==> src/rtl/pal_alt_killer.sv <==
module pal_alt_killer #(
  parameter int LVL_W   = 8,
  parameter int MID_LVL = 1 << (LVL_W - 1),
  parameter int ON_LVL  = 192,
  parameter int OFF_LVL = 160,
  parameter int INH_LVL = 32
) (
  input  logic clk,
  input  logic rst_n,
  input  logic line_pulse,
  input  logic burst_strobe,
  input  logic burst_pos,
  input  logic no_video,
  output logic pal_sw,
  output logic colour_on
);

  localparam logic [LVL_W-1:0] LVL_MAX = {LVL_W{1'b1}};
  localparam logic [LVL_W-1:0] LVL_MID = LVL_W'(MID_LVL);
  localparam logic [LVL_W-1:0] LVL_ON  = LVL_W'(ON_LVL);
  localparam logic [LVL_W-1:0] LVL_OFF = LVL_W'(OFF_LVL);
  localparam logic [LVL_W-1:0] LVL_INH = LVL_W'(INH_LVL);

  logic [LVL_W-1:0] level, level_nxt;
  logic             skip, flip, colour_nxt;

  wire up   = burst_strobe &  burst_pos;
  wire down = burst_strobe & ~burst_pos;
  wire hit_inh = down && (level <= LVL_INH + 1'b1);

  always_comb begin
    level_nxt = level;
    flip      = 1'b0;
    if (up && level != LVL_MAX)
      level_nxt = level + 1'b1;
    else if (hit_inh) begin
      level_nxt = LVL_MID;
      flip      = 1'b1;
    end else if (down)
      level_nxt = level - 1'b1;
  end

  assign colour_nxt = (level_nxt >= LVL_ON)  ? 1'b1 :
                      (level_nxt <  LVL_OFF) ? 1'b0 : colour_on;

  always_ff @(posedge clk or negedge rst_n) begin
    if (!rst_n) begin
      level     <= LVL_MID;
      colour_on <= 1'b0;
      pal_sw    <= 1'b0;
      skip      <= 1'b0;
    end else if (no_video) begin
      level     <= LVL_MID;
      colour_on <= 1'b0;
      pal_sw    <= 1'b0;
      skip      <= 1'b0;
    end else begin
      level     <= level_nxt;
      colour_on <= colour_nxt;
      if (line_pulse && !skip)
        pal_sw <= ~pal_sw;
      if (flip)
        skip <= 1'b1;
      else if (line_pulse)
        skip <= 1'b0;
    end
  end

  p_toggle_r2: assert property (@(posedge clk) disable iff (!rst_n)
    line_pulse && !skip && !no_video |=> pal_sw != $past(pal_sw));

  p_no_wrap_r3: assert property (@(posedge clk) disable iff (!rst_n)
    up && level == LVL_MAX && !no_video |=> level == LVL_MAX);

  p_on_level_r4: assert property (@(posedge clk) disable iff (!rst_n)
    $rose(colour_on) |-> level >= LVL_ON);

  p_off_level_r5: assert property (@(posedge clk) disable iff (!rst_n)
    $fell(colour_on) && !$past(no_video) |-> level < LVL_OFF);

  p_skip_hold_r6: assert property (@(posedge clk) disable iff (!rst_n)
    skip && line_pulse && !no_video |=> $stable(pal_sw));

  p_reload_r6: assert property (@(posedge clk) disable iff (!rst_n)
    hit_inh && !no_video |=> level == LVL_MID && skip);

  p_mute_r7: assert property (@(posedge clk) disable iff (!rst_n)
    no_video |=> !colour_on && !pal_sw && level == LVL_MID);

  p_idle_r8: assert property (@(posedge clk) disable iff (!rst_n)
    !burst_strobe && !no_video |=> $stable(level));

endmodule

==> config.mk <==
export PLATFORM = sky130hd
export DESIGN_NAME = pal_alt_killer
export DESIGN_NICKNAME = d
export VERILOG_FILES = /design/src/rtl/pal_alt_killer.sv
export SDC_FILE = /design/constraint.sdc
export NUM_CORES = 1
export LEC_CHECK = 0
export ABC_AREA = 1
export BUFFER_PORTS_ARGS = -buffer_cell sky130_fd_sc_hd__buf_2
export CAP_MARGIN = 20
export CELL_PAD_IN_SITES_DETAIL_PLACEMENT = 2
export CELL_PAD_IN_SITES_GLOBAL_PLACEMENT = 2
export CORE_ASPECT_RATIO = 1.25
export CORE_MARGIN = 3
export CORE_UTILIZATION = 25
export DETAILED_ROUTE_END_ITERATION = 10
export PLACE_DENSITY = 0.66
export SLEW_MARGIN = 40
export SYNTH_ARGS = -nofsm -noshare
export SYNTH_HDL_FRONTEND = slang
export SYNTH_SLANG_ARGS = --single-unit
export TNS_END_PERCENT = 1
==> constraint.sdc <==
create_clock -name clk -period 1.6 [get_ports clk]
set_input_delay 0.16 -clock clk [delete_from_list [all_inputs] [get_ports clk]]
set_output_delay 0.16 -clock clk [all_outputs]
set_load 0.01 [all_outputs]
==> metrics <==
WP data arrival=1.74 ns; RSZ-0062 raised after global routing=yes; reg2reg setup slack=-0.005 ns; Crit path largest cell delay=0.46 ns; leakage=0.6229 nW; DRC=0; Worst Skew=0.002548 ns; Synth Net Count=143; core outline area=3367 sq um; Top Usage Layer GRT=met2; n_diodes=0; critical path fanouts, max=4; Hold Path Sink=level[5]; HPWL Detailed=2.597 mm; Combinational Power Share=0.350; actual slew at the worst max-slew pin=0.2797 ns; top-count cell post-synth=nand2_1; Reg clk slew, reported paths=0.05 ns; Yosys top cell area share=0.2740; TritonCTS clock tree=done; Required @ worst endpoint=1.73 ns; area grow syn2layout=53.70%; DIE WIDTH=60.06 um; Switching Fraction=0.3668; Hold Path Origin=no_video; global-route wire length before repair=5.713 mm; pre-CTS WS=-0.1486 ns; max_cap viols=0; Worst Setup End Kind=flip-flop; Max Transition Viols Final=0; vias in the first global route=1166; register share of total power=0.354; status=finished, violations left; Port Buf Inserts=7; Slowest-stage cell, CP=dfrtp_2; M3 GR Usage=0.02460; Fmax achieved=622.9 MHz; FF+latch count, synth=11; Worst Slack Setup Final=-0.005391 ns; Int Pwr=0.0006189 W; hold path cells=2; synth cell count leaders=nand2_1, nand3_1, inv_1; Reg-to-Reg End=colour_on; sw power=0.0003586 W; Initial Utilization=0.2713; CP Launch Type=flip-flop; fin crit period=1.605 ns; CP startpoint=level[0]; fin cells=198; # setup viols final=1; Die ar.=4419 sq um; async set or reset register ratio after synthesis=1.000; Boundary Pins=8; drt first-iter violations=12; Clock Root Buffer=clkbuf_8; layout cells sized above 1=0.5342; Post-Synthesis Cells=134; dominant cell type by area after synthesis=dfrtp_1; # rows=23; H-tree levels=1; CTS max path bufs=2; CTS sink count=11; placed insts=185; total CTS buffers=3; ranking of synthesized cells by area=dfrtp_1, nand2_1, nand3_1; Synth Flop Type=dfrtp_1; post-synthesis cell type count=25; Rel. slew slack=0.8121; grt ovf=0; Worst Hold Class=in2reg; period utilisation layout=1.003; violated checks=setup timing; Final GP Congestion=0.8073; GRT Total Usage=0.1756; Worst R2R Path Depth=13; GR Util met2=0.3329; Seq/Total Area, Yosys=0.3027; VDD IR max=0.0005784 V; met1 layer usage reported by global route=0.2045; Clock Power Share=0.297; Die Y=73.58 um; Reg2Reg Launch Point=level[0]; final WL=3.701 mm; crit path buf inv count=2; Hold Fails Final Rpt=0; Synth warnings=0; clk_lat worst skew=0.24 ns; Total Power=0.0009775 W; drt wl/cell=18.69 um; pin count of the biggest net entering global routing=12; CP delay by family, top=simple AND/OR/NAND/NOR gates; PwrDens=696.3 nW/um^2; initial antenna violation count=0; Post-synth EDFFs=0; Mapped Area=913.4 sq um; Crit Path Category=reg2reg; Pre-antenna DRT Iters=3; final net count=171; Hold WS=0.2102 ns; vias post-DR=995; Via-to-Cell Ratio=5.025; post-route ant nets=0; Avg Synthesized Cell Area=6.816 sq um; cells along the critical path=inv_2 -> ha_4 -> inv_2 -> nand2_2 -> nand3_2 -> nand2_2 -> nand2_4 -> nand2_4 -> nor2_4 -> nor2_4 -> nor2_4 -> nand2_2 -> nand2_1
## sequential cells by signal, indices dropped and copies added, names as in the netlist
signal,count
level,8
pal_sw,1
colour_on,1
skip,1
## area by class of cell
cell class / count / area (sq um)
fillers: 371 / 1963
multi-input cells: 104 / 764.5
flip-flops and latches: 11 / 284.0
repair buffers: 26 / 196.4
inverters: 16 / 67.56
well taps: 37 / 46.29
clock buffers: 4 / 45.04
## timing repair
item	CTS	global route
endpoints found under the hold margin	10	0
hold buffers	1	0
pin swaps	8	15
setup endpoints to repair	4	9
setup buffers	3	5
gates resized for setup	19	38
## layout by cell type, fill, tap and decap left out, types with 2 or more instances in the layout
| cell | count |
|---|---|
| xor2_1 | 2 |
| ha_4 | 3 |
| nand3_2 | 5 |
| nand3_4 | 5 |
| inv_1 | 8 |
| buf_2 | 7 |
| nand2_2 | 9 |
| o21ai_0 | 2 |
| inv_4 | 3 |
| nor2_1 | 7 |
| nor2_4 | 8 |
| buf_4 | 16 |
| nand3b_1 | 2 |
| nand2_1 | 28 |
| a21oi_1 | 8 |
| or2_2 | 2 |
| nor2_2 | 2 |
| nand4_1 | 3 |
| dfrtp_1 | 4 |
| dfrtp_2 | 6 |
| nand2_4 | 5 |
| clkbuf_8 | 3 |
| inv_2 | 5 |
| nand3_1 | 7 |
## routing by layer
metal  vias to the layer above  wire, um
met5                         -         0
met4                         0        58
met1                       493      1439
met2                         9      2158
met3                         6        44
li1                        487         -
## cell families (layout without fill, tap and decap cells)
family                   Yosys count  count (layout)  share of synthesized area
AO/OA/AOI/OAI                     14              14                    0.08356
XOR/XNOR                           2               2                    0.01918
adder cells (fa/ha/maj)            3               3                    0.04110
buffers and inverters             19              46                    0.08766
flip-flops                        11              11                     0.3027
AND/OR/NAND/NOR                   85              85                     0.4657
## worst max-delay path by stage
stage                      to  slack, ns  depth (start not counted)
global route        colour_on      -0.12                          7
detailed placement  colour_on      -0.15                         12
floorplan           colour_on       0.11                          9
CTS                 colour_on      -0.02                         14
global placement    colour_on      -0.09                         12
finish              colour_on     -0.005                         13
## power by group through the flow
stage	Combinational (W)	Clock (W)	Sequential (W)
after floorplan	0.000153	0	0.000327
after global placement	0.000231	0	0.000338
after detailed placement	0.000240	0	0.000339
after CTS	0.000282	0.000296	0.000336
after global routing	0.000382	0.000311	0.000349
final	0.000342	0.000290	0.000346
## metrics by stage
| step | TNS, ns | utilization | area (sq um) |
|---|---|---|---|
| CTS | -0.03412 | 0.3612 | 1216 |
| finish | -0.005391 | 0.4169 | 1404 |
| detailed placement | -0.1642 | 0.3155 | 1062 |
| global route | -0.4846 | 0.4169 | 1404 |
| global placement | -0.08849 | 0.3155 | 1062 |
| floorplan | 0 | - | 913.4 |
## worst register-to-register path, stage by stage, from the launching register on
cell and delay, ns:
dfrtp_2 0.46, inv_2 0.11, ha_4 0.16, inv_2 0.04, nand2_2 0.05, nand3_2 0.07
nand2_2 0.09, nand2_4 0.08, nand2_4 0.10, nor2_4 0.05, nor2_4 0.13, nor2_4 0.05
nand2_2 0.06, nand2_1 0.05
Power figures use the tool's default switching activity.
